[src/rtl/udma_pkg.sv]
package udma_pkg;

   localparam int MODE_W = 5;

   typedef enum logic [2:0] {
      OP_DST_INC  = 3'd0,
      OP_DST_DEC  = 3'd1,
      OP_SRC_INC  = 3'd2,
      OP_SRC_DEC  = 3'd3,
      OP_BOTH_INC = 3'd4,
      OP_BOTH_DEC = 3'd5,
      OP_FIXED    = 3'd6,
      OP_COUNT    = 3'd7
   } udma_op_e;

   typedef enum logic [1:0] {
      SEL_SRC  = 2'd0,
      SEL_DST  = 2'd1,
      SEL_CNT  = 2'd2,
      SEL_MODE = 2'd3
   } udma_sel_e;

   typedef enum logic [2:0] {
      ST_IDLE,
      ST_FETCH,
      ST_RD,
      ST_WR,
      ST_UPD,
      ST_EXTRA,
      ST_DONE
   } udma_st_e;

   function automatic logic mode_reserved(input logic [MODE_W-1:0] m);
      return (m[1:0] == 2'b11) || ((m[4:2] == 3'b111) && (m[1:0] != 2'b00));
   endfunction

   function automatic logic [2:0] size_bytes(input logic [1:0] sz);
      case (sz)
         2'b00:   return 3'd1;
         2'b01:   return 3'd2;
         default: return 3'd4;
      endcase
   endfunction

   function automatic logic op_src_moves(input udma_op_e op);
      return op inside {OP_SRC_INC, OP_SRC_DEC, OP_BOTH_INC, OP_BOTH_DEC, OP_COUNT};
   endfunction

   function automatic logic op_dst_moves(input udma_op_e op);
      return op inside {OP_DST_INC, OP_DST_DEC, OP_BOTH_INC, OP_BOTH_DEC};
   endfunction

   function automatic logic op_down(input udma_op_e op);
      return op inside {OP_DST_DEC, OP_SRC_DEC, OP_BOTH_DEC};
   endfunction

   function automatic logic op_dual(input udma_op_e op);
      return op inside {OP_BOTH_INC, OP_BOTH_DEC};
   endfunction

endpackage

[src/rtl/udma_chan.sv]
module udma_chan
   import udma_pkg::*;
#(
   parameter int ADDR_W = 32,
   parameter int CNT_W  = 16
) (
   input  logic              clk,
   input  logic              rst_n,
   input  logic              cfg_we,
   input  logic [1:0]        cfg_sel,
   input  logic [ADDR_W-1:0] cfg_wdata,
   input  logic              req,
   input  logic              take,
   input  logic              wb_src_en,
   input  logic [ADDR_W-1:0] wb_src,
   input  logic              wb_dst_en,
   input  logic [ADDR_W-1:0] wb_dst,
   input  logic              wb_cnt_en,
   input  logic [CNT_W-1:0]  wb_cnt,
   input  logic              err_set,
   output logic [ADDR_W-1:0] src,
   output logic [ADDR_W-1:0] dst,
   output logic [CNT_W-1:0]  cnt,
   output logic [MODE_W-1:0] mode,
   output logic              pending,
   output logic              tc,
   output logic              err
);

   logic wr_src, wr_dst, wr_cnt, wr_mode;
   logic unused_cfg;

   assign wr_src     = cfg_we && (cfg_sel == SEL_SRC);
   assign wr_dst     = cfg_we && (cfg_sel == SEL_DST);
   assign wr_cnt     = cfg_we && (cfg_sel == SEL_CNT);
   assign wr_mode    = cfg_we && (cfg_sel == SEL_MODE);
   assign unused_cfg = ^cfg_wdata;

   // configuration writes take precedence over engine write-back
   always_ff @(posedge clk or negedge rst_n) begin
      if (!rst_n) begin
         src <= '0;
         dst <= '0;
         cnt <= '0;
         mode <= '0;
      end else begin
         if (wr_src)         src <= cfg_wdata;
         else if (wb_src_en) src <= wb_src;
         if (wr_dst)         dst <= cfg_wdata;
         else if (wb_dst_en) dst <= wb_dst;
         if (wr_cnt)         cnt <= cfg_wdata[CNT_W-1:0];
         else if (wb_cnt_en) cnt <= wb_cnt;
         if (wr_mode)        mode <= cfg_wdata[MODE_W-1:0];
      end
   end

   always_ff @(posedge clk or negedge rst_n) begin
      if (!rst_n) begin
         pending <= 1'b0;
         tc      <= 1'b0;
         err     <= 1'b0;
      end else begin
         if (req)       pending <= 1'b1;
         else if (take) pending <= 1'b0;
         if (wr_cnt)                              tc <= 1'b0;
         else if (wb_cnt_en && (wb_cnt == '0))    tc <= 1'b1;
         if (wr_mode)      err <= 1'b0;
         else if (err_set) err <= 1'b1;
      end
   end


   tc_on_zero_chk: assert property (@(posedge clk) disable iff (!rst_n)
      $rose(tc) |-> (cnt == '0));


   err_sticky_chk: assert property (@(posedge clk) disable iff (!rst_n)
      (err && !wr_mode) |=> err);


   err_keeps_cnt_chk: assert property (@(posedge clk) disable iff (!rst_n)
      (err_set && !cfg_we) |=> $stable(cnt));

endmodule

[src/rtl/udma_prio.sv]
module udma_prio #(
   parameter  int N     = 8,
   localparam int IDX_W = $clog2(N)
) (
   input  logic [N-1:0]     req,
   output logic [N-1:0]     grant,
   output logic [IDX_W-1:0] idx,
   output logic             any
);

   logic [N-1:0] lower_any;

   for (genvar i = 0; i < N; i++) begin : g_pri
      if (i == 0) begin : g_first
         assign lower_any[i] = 1'b0;
      end else begin : g_rest
         assign lower_any[i] = lower_any[i-1] | req[i-1];
      end
      assign grant[i] = req[i] & ~lower_any[i];
   end

   always_comb begin
      idx = '0;
      for (int i = 0; i < N; i++) begin
         if (grant[i]) idx = idx | IDX_W'(i);
      end
   end

   assign any = |req;

endmodule

[src/rtl/udma_seq.sv]
module udma_seq
   import udma_pkg::*;
#(
   parameter  int NUM_CH = 8,
   parameter  int ADDR_W = 32,
   parameter  int CNT_W  = 16,
   parameter  int DATA_W = 32,
   localparam int CH_W   = $clog2(NUM_CH)
) (
   input  logic              clk,
   input  logic              rst_n,
   input  logic              any_pend,
   input  logic [CH_W-1:0]   gnt_idx,
   input  logic [ADDR_W-1:0] ch_src,
   input  logic [ADDR_W-1:0] ch_dst,
   input  logic [CNT_W-1:0]  ch_cnt,
   input  logic [MODE_W-1:0] ch_mode,
   input  logic [DATA_W-1:0] mem_rdata,
   output logic              take,
   output logic [CH_W-1:0]   cur_ch,
   output logic              wb_src_en,
   output logic [ADDR_W-1:0] wb_src,
   output logic              wb_dst_en,
   output logic [ADDR_W-1:0] wb_dst,
   output logic              wb_cnt_en,
   output logic [CNT_W-1:0]  wb_cnt,
   output logic              err_set,
   output logic              mem_rd,
   output logic              mem_wr,
   output logic [ADDR_W-1:0] mem_addr,
   output logic [1:0]        mem_size,
   output logic [DATA_W-1:0] mem_wdata
);

   udma_st_e           st_q, st_d;
   logic [CH_W-1:0]    ch_q;
   logic [ADDR_W-1:0]  src_q, dst_q;
   logic [CNT_W-1:0]   cnt_q;
   logic [MODE_W-1:0]  mode_q;
   udma_op_e           op;
   logic [2:0]         step;
   logic               use_dst;
   logic [ADDR_W-1:0]  base, stepped;

   assign op = udma_op_e'(mode_q[4:2]);
   assign step = (op == OP_COUNT) ? 3'd1 : size_bytes(mode_q[1:0]);

   // one shared address adder: the source side is stepped in ST_UPD,
   // the destination side in ST_UPD for single-side modes or ST_EXTRA
   assign use_dst = (st_q == ST_EXTRA) || (op_dst_moves(op) && !op_dual(op));
   assign base    = use_dst ? dst_q : src_q;
   assign stepped = op_down(op) ? (base - ADDR_W'(step)) : (base + ADDR_W'(step));

   assign wb_src    = stepped;
   assign wb_dst    = stepped;
   assign wb_cnt    = cnt_q - CNT_W'(1);
   assign cur_ch    = ch_q;
   assign mem_addr  = (st_q == ST_WR) ? dst_q : src_q;
   assign mem_size  = mode_q[1:0];
   assign mem_wdata = mem_rdata;

   always_comb begin
      st_d      = st_q;
      take      = 1'b0;
      err_set   = 1'b0;
      mem_rd    = 1'b0;
      mem_wr    = 1'b0;
      wb_src_en = 1'b0;
      wb_dst_en = 1'b0;
      wb_cnt_en = 1'b0;
      case (st_q)
         ST_IDLE: begin
            if (any_pend) begin
               take = 1'b1;
               st_d = ST_FETCH;
            end
         end
         ST_FETCH: begin
            if (mode_reserved(ch_mode)) begin
               err_set = 1'b1;
               st_d    = ST_IDLE;
            end else begin
               st_d = ST_RD;
            end
         end
         ST_RD: begin
            mem_rd = (op != OP_COUNT);
            st_d   = ST_WR;
         end
         ST_WR: begin
            mem_wr = (op != OP_COUNT);
            st_d   = ST_UPD;
         end
         ST_UPD: begin
            wb_cnt_en = 1'b1;
            wb_src_en = op_src_moves(op);
            wb_dst_en = op_dst_moves(op) && !op_dual(op);
            st_d      = op_dual(op) ? ST_EXTRA : ST_DONE;
         end
         ST_EXTRA: begin
            wb_dst_en = 1'b1;
            st_d      = ST_DONE;
         end
         ST_DONE: st_d = ST_IDLE;
         default: st_d = ST_IDLE;
      endcase
   end

   always_ff @(posedge clk or negedge rst_n) begin
      if (!rst_n) begin
         st_q   <= ST_IDLE;
         ch_q   <= '0;
         src_q  <= '0;
         dst_q  <= '0;
         cnt_q  <= '0;
         mode_q <= '0;
      end else begin
         st_q <= st_d;
         if (take) ch_q <= gnt_idx;
         if (st_q == ST_FETCH) begin
            src_q  <= ch_src;
            dst_q  <= ch_dst;
            cnt_q  <= ch_cnt;
            mode_q <= ch_mode;
         end
      end
   end

   // cycles since the service left idle, for the length check
   logic [2:0] len_q;
   always_ff @(posedge clk or negedge rst_n) begin
      if (!rst_n)               len_q <= '0;
      else if (st_q == ST_IDLE) len_q <= '0;
      else                      len_q <= len_q + 3'd1;
   end


   xfer_len_chk: assert property (@(posedge clk) disable iff (!rst_n)
      (st_q == ST_DONE) |-> (len_q == (op_dual(op) ? 3'd5 : 3'd4)));


   rw_excl_chk: assert property (@(posedge clk) disable iff (!rst_n)
      !(mem_rd && mem_wr));


   wr_follows_rd_chk: assert property (@(posedge clk) disable iff (!rst_n)
      mem_wr |-> ($past(mem_rd) && ($past(mem_size) == mem_size)));


   reserved_quiet_chk: assert property (@(posedge clk) disable iff (!rst_n)
      err_set |=> (!mem_rd && !mem_wr && !wb_cnt_en));

endmodule

[src/rtl/udma_engine.sv]
module udma_engine
   import udma_pkg::*;
#(
   parameter  int NUM_CH = 8,
   parameter  int ADDR_W = 32,
   parameter  int CNT_W  = 16,
   parameter  int DATA_W = 32,
   localparam int CH_W   = $clog2(NUM_CH)
) (
   input  logic              clk,
   input  logic              rst_n,
   input  logic              cfg_we,
   input  logic [CH_W-1:0]   cfg_ch,
   input  logic [1:0]        cfg_sel,
   input  logic [ADDR_W-1:0] cfg_wdata,
   input  logic [NUM_CH-1:0] dma_req,
   output logic              mem_rd,
   output logic              mem_wr,
   output logic [ADDR_W-1:0] mem_addr,
   output logic [1:0]        mem_size,
   output logic [DATA_W-1:0] mem_wdata,
   input  logic [DATA_W-1:0] mem_rdata,
   output logic [NUM_CH-1:0] tc_irq,
   output logic [NUM_CH-1:0] err_flag
);

   initial begin
      assert (NUM_CH >= 2 && (NUM_CH & (NUM_CH - 1)) == 0)
         else $error("udma_engine: NUM_CH must be a power of two >= 2");
      assert (DATA_W == 32)
         else $error("udma_engine: DATA_W must be 32 for 4-byte units");
      assert (ADDR_W > CNT_W && CNT_W >= 2)
         else $error("udma_engine: need ADDR_W > CNT_W >= 2");
      assert (ADDR_W > MODE_W)
         else $error("udma_engine: ADDR_W too narrow for mode writes");
   end

   logic [ADDR_W-1:0] src_a  [NUM_CH];
   logic [ADDR_W-1:0] dst_a  [NUM_CH];
   logic [CNT_W-1:0]  cnt_a  [NUM_CH];
   logic [MODE_W-1:0] mode_a [NUM_CH];
   logic [NUM_CH-1:0] pend_vec, grant, take_vec;
   logic [CH_W-1:0]   gnt_idx, cur_ch;
   logic              any_pend, take;
   logic              wb_src_en, wb_dst_en, wb_cnt_en, err_set;
   logic [ADDR_W-1:0] wb_src, wb_dst;
   logic [CNT_W-1:0]  wb_cnt;

   assign take_vec = take ? grant : '0;

   for (genvar i = 0; i < NUM_CH; i++) begin : g_ch
      logic here;
      assign here = (cur_ch == CH_W'(i));
      udma_chan #(.ADDR_W(ADDR_W), .CNT_W(CNT_W)) chan_i (
         .clk       (clk),
         .rst_n     (rst_n),
         .cfg_we    (cfg_we && (cfg_ch == CH_W'(i))),
         .cfg_sel   (cfg_sel),
         .cfg_wdata (cfg_wdata),
         .req       (dma_req[i]),
         .take      (take_vec[i]),
         .wb_src_en (wb_src_en && here),
         .wb_src    (wb_src),
         .wb_dst_en (wb_dst_en && here),
         .wb_dst    (wb_dst),
         .wb_cnt_en (wb_cnt_en && here),
         .wb_cnt    (wb_cnt),
         .err_set   (err_set && here),
         .src       (src_a[i]),
         .dst       (dst_a[i]),
         .cnt       (cnt_a[i]),
         .mode      (mode_a[i]),
         .pending   (pend_vec[i]),
         .tc        (tc_irq[i]),
         .err       (err_flag[i])
      );
   end

   udma_prio #(.N(NUM_CH)) prio_i (
      .req   (pend_vec),
      .grant (grant),
      .idx   (gnt_idx),
      .any   (any_pend)
   );

   udma_seq #(
      .NUM_CH (NUM_CH),
      .ADDR_W (ADDR_W),
      .CNT_W  (CNT_W),
      .DATA_W (DATA_W)
   ) seq_i (
      .clk       (clk),
      .rst_n     (rst_n),
      .any_pend  (any_pend),
      .gnt_idx   (gnt_idx),
      .ch_src    (src_a[cur_ch]),
      .ch_dst    (dst_a[cur_ch]),
      .ch_cnt    (cnt_a[cur_ch]),
      .ch_mode   (mode_a[cur_ch]),
      .mem_rdata (mem_rdata),
      .take      (take),
      .cur_ch    (cur_ch),
      .wb_src_en (wb_src_en),
      .wb_src    (wb_src),
      .wb_dst_en (wb_dst_en),
      .wb_dst    (wb_dst),
      .wb_cnt_en (wb_cnt_en),
      .wb_cnt    (wb_cnt),
      .err_set   (err_set),
      .mem_rd    (mem_rd),
      .mem_wr    (mem_wr),
      .mem_addr  (mem_addr),
      .mem_size  (mem_size),
      .mem_wdata (mem_wdata)
   );


   one_take_chk: assert property (@(posedge clk) disable iff (!rst_n)
      $onehot0(take_vec));


   lowest_first_chk: assert property (@(posedge clk) disable iff (!rst_n)
      take |-> ((pend_vec & (take_vec - NUM_CH'(1))) == '0));

endmodule

[config.mk]
export PLATFORM = sky130hd
export DESIGN_NAME = udma_engine
export DESIGN_NICKNAME = d
export VERILOG_FILES = /design/src/rtl/udma_pkg.sv /design/src/rtl/udma_chan.sv /design/src/rtl/udma_prio.sv /design/src/rtl/udma_seq.sv /design/src/rtl/udma_engine.sv
export SDC_FILE = /design/constraint.sdc
export NUM_CORES = 2
export LEC_CHECK = 0
export CORE_MARGIN = 2
export CORE_UTILIZATION = 55
export CTS_CLUSTER_SIZE = 14
export DETAILED_ROUTE_END_ITERATION = 7
export GPL_TIMING_DRIVEN = 0
export PLACE_DENSITY = 0.7
export SKIP_CTS_REPAIR_TIMING = 1
export SLEW_MARGIN = 20
export SYNTH_ARGS = -nofsm -noshare
export SYNTH_HDL_FRONTEND = slang
export SYNTH_SLANG_ARGS = --single-unit
[constraint.sdc]
create_clock -name clk -period 13.2 [get_ports clk]
set_clock_uncertainty 0.15 [all_clocks]
set_input_delay 1.98 -clock clk [delete_from_list [all_inputs] [get_ports clk]]
set_output_delay 1.98 -clock clk [all_outputs]
set_load 0.05 [all_outputs]
==> qor.csv <==
metric;value;unit
status;finished clean;
Psw;7620;uW
Setup CP Type;flip-flop to flip-flop;
Via density;6.73;
Total Wirelength;194;mm
P&R area growth vs syn;12.9;%
Hold WS;352;ps
synthesized cell area;0.0442;mm2
Final Hold Fails;0;
gr ovfl total;0;
# rows;103;
Synthesized Nets;5136;
total number of vias;42800;
H-tree levels;3;
CTS Root Cell;clkbuf_16;
initial antenna violation count;17;
IR drop worst, VDD;0.243;mV
measured slew at the worst slew-check pin;1310;ps
filler instances;6807;
worst skew pair latency;660;ps
DPL Wire Length;142;mm
Critical Path End Type;flip-flop;
IO Count;164;
clk buf depth;3;
Worst-path clk slew;60;ps
Worst Hold Class;flip-flop to flip-flop;
Seq cells post-synth;795;
synthesized area per cell;8.80;um2
clock share of power;16.6;%
# nets final;5350;
Syn Inst Count;5024;
drt first pass iters;7;
Primary FF master, synth;dfrtp_1;
Unique masters post-synth;90;
vias in the first global route;41200;
Pwr per Cell Area;309;mW/mm2
Leak;0.0205;uW
asr flop ratio synth;100;%
switching part of the total power;49.4;%
full die area;0.0826;mm2
I/O Buffers;113;
Die X;287;um
Worst Path Arrival;6920;ps
Post-synth EDFFs;0;
power share of the sequential group;28.1;%
Gate power share;55.3;%
Tmin final;6550;ps
Core Box Area;0.0793;mm2
CTS tree;done;
crit-path max FO;19;
Worst R2R Setup Slack;6650;ps
share of cells above drive strength 1;10.4;%
first-pass GRT wire length;280;mm
Sink Count;795;
DR DRC count;0;
Slew Viols, Final;0;
largest net degree at the start of global routing;134;
total CTS buffers;88;
fmax;0.153;GHz
Starting Density;55.8;%
routed wire length per instance;30.5;um
DP Worst Slack;6720;ps
setup TNS;0;ps
worst relative slew slack;12.5;%
First DRT Iteration DRCs;6367;
Max Cap Viol;0;
register area share after synthesis;45.0;%
fin crit share;49.6;%
critical path data required time;13570;ps
Internal;7800;uW
crit start category;flip-flop;
final setup vio count;0;
total track usage;46.8;%
Synthesis Warnings;0;
Final GP Congestion;1.02;
final setup margin;6650;ps
RSZ-0062 raised after global routing;no;
antenna viol nets, final;0;
Die Y;287;um
## critical path: stages (launching register included)
cell,delay [ps]
dfrtp_1,490
nand3_1,210
o21ai_0,210
inv_1,80
ha_1,220
ha_1,270
nor2_8,230
inv_2,80
buf_6,150
clkbuf_2,360
ha_1,510
nand3_1,120
o2111ai_1,390
o31a_1,210
o21ai_1,80
a2111oi_0,700
o21ai_0,190
o31ai_1,120
a21oi_1,130
xnor2_1,900
buf_2,440
o21ai_1,120
## logic make-up (layout without fill, tap and decap cells)
family / count (synthesis) / in the layout / share of synthesized area [%]
flops: 795 / 795 / 45.0
simple gates: 1904 / 1904 / 18.0
xor+xnor: 43 / 43 / 0.903
buf+inv: 540 / 819 / 5.23
mux: 354 / 354 / 13.1
other cells: 0 / 9 / 0
fa+ha+maj: 34 / 34 / 0.968
compound gates: 1354 / 1354 / 16.8
## final timing paths
check / start / endpoint / cells past startpoint
hold reg to reg: g_ch[7].chan_i.mode[3]$_DFFE_PN0P_ / g_ch[7].chan_i.mode[3]$_DFFE_PN0P_ / 1
setup / recovery: seq_i.mode_q[3]$_DFFE_PN0N_ / g_ch[6].chan_i.src[16]$_DFFE_PN0P_ / 21
hold / removal: g_ch[7].chan_i.mode[3]$_DFFE_PN0P_ / g_ch[7].chan_i.mode[3]$_DFFE_PN0P_ / 1
max in group asynchronous: rst_n / g_ch[5].chan_i.dst[1]$_DFFE_PN0P_ / 4
min in group asynchronous: rst_n / seq_i.mode_q[0]$_DFFE_PN0N_ / 1
setup reg to reg: seq_i.mode_q[3]$_DFFE_PN0N_ / g_ch[6].chan_i.src[16]$_DFFE_PN0P_ / 21
## per-stage QoR
stage	area [um2]	total power, uW	std cells	utilization, %
global placement	46600	12300	6187	58.8
global route	49900	15800	6356	62.9
detailed placement	46900	12400	6198	59.2
CTS	49800	15000	6353	62.9
floorplan	44200	9100	5024	-
finish	49900	15400	6362	63.0
## power by group through the flow
stage	Clock [uW]	Sequential, uW	Combinational, uW
finish	2560	4330	8520
global placement	0	4310	8000
floorplan	0	4020	5080
detailed placement	0	4300	8140
CTS	2540	4270	8160
global route	2640	4400	8770
## flip-flops by register name (all words and copies together) (netlist names)
| name | flops |
|---|---|
| seq_i.mode_q | 5 |
| seq_i.cur_ch | 3 |
| seq_i.dst_q | 32 |
| g_ch.chan_i.err | 8 |
| seq_i.src_q | 32 |
| seq_i.cnt_q | 16 |
| g_ch.chan_i.pending | 8 |
| g_ch.chan_i.src | 256 |
| g_ch.chan_i.cnt | 128 |
| g_ch.chan_i.mode | 40 |
| g_ch.chan_i.dst | 256 |
| seq_i.st_q | 3 |
| g_ch.chan_i.tc | 8 |
## cell usage after synthesis, types with 51 or more instances
master | number | area (um2)
a21oi_1 | 650 | 3250
a31oi_1 | 93 | 582
and3_1 | 84 | 526
buf_1 | 59 | 221
buf_4 | 51 | 383
clkbuf_1 | 381 | 1430
dfrtp_1 | 795 | 19900
mux2_2 | 72 | 811
mux2i_1 | 108 | 1080
mux4_2 | 170 | 3830
nand2_1 | 899 | 3370
nand3_1 | 138 | 691
nor2_1 | 628 | 2360
o21ai_0 | 431 | 2160
o21ai_1 | 64 | 320
## layout make-up
cell class,instances,area [um2],area share [%]
plain buffers,519,2260,4.52
repair buffers,124,1360,2.73
inverters,21,81.3,0.163
flip-flops and latches,795,19900,39.9
diodes,9,22.5,0.0451
multi-input cells,3689,22100,44.2
well taps,1050,1310,2.63
clock inverters,22,314,0.629
clock buffers,133,2580,5.17
## layer usage
layer	track usage (%)	vias up	wire, um
met5	0	-	40
met4	40.1	6	20700
met3	13.4	857	23700
met2	67.3	3236	81900
met1	58.1	20900	68000
li1	-	17800	-
## layout by cell type, fill, tap and decap left out, drive strengths merged, types with 112 or more instances in the layout
| master | n |
|---|---|
| clkbuf | 520 |
| nor2 | 635 |
| mux4 | 170 |
| a21oi | 651 |
| nand2 | 900 |
| buf | 144 |
| dfrtp | 795 |
| o21ai | 496 |
| nand3 | 138 |
| clkdlybuf4s50 | 112 |
(Power assumes the default switching activity.)
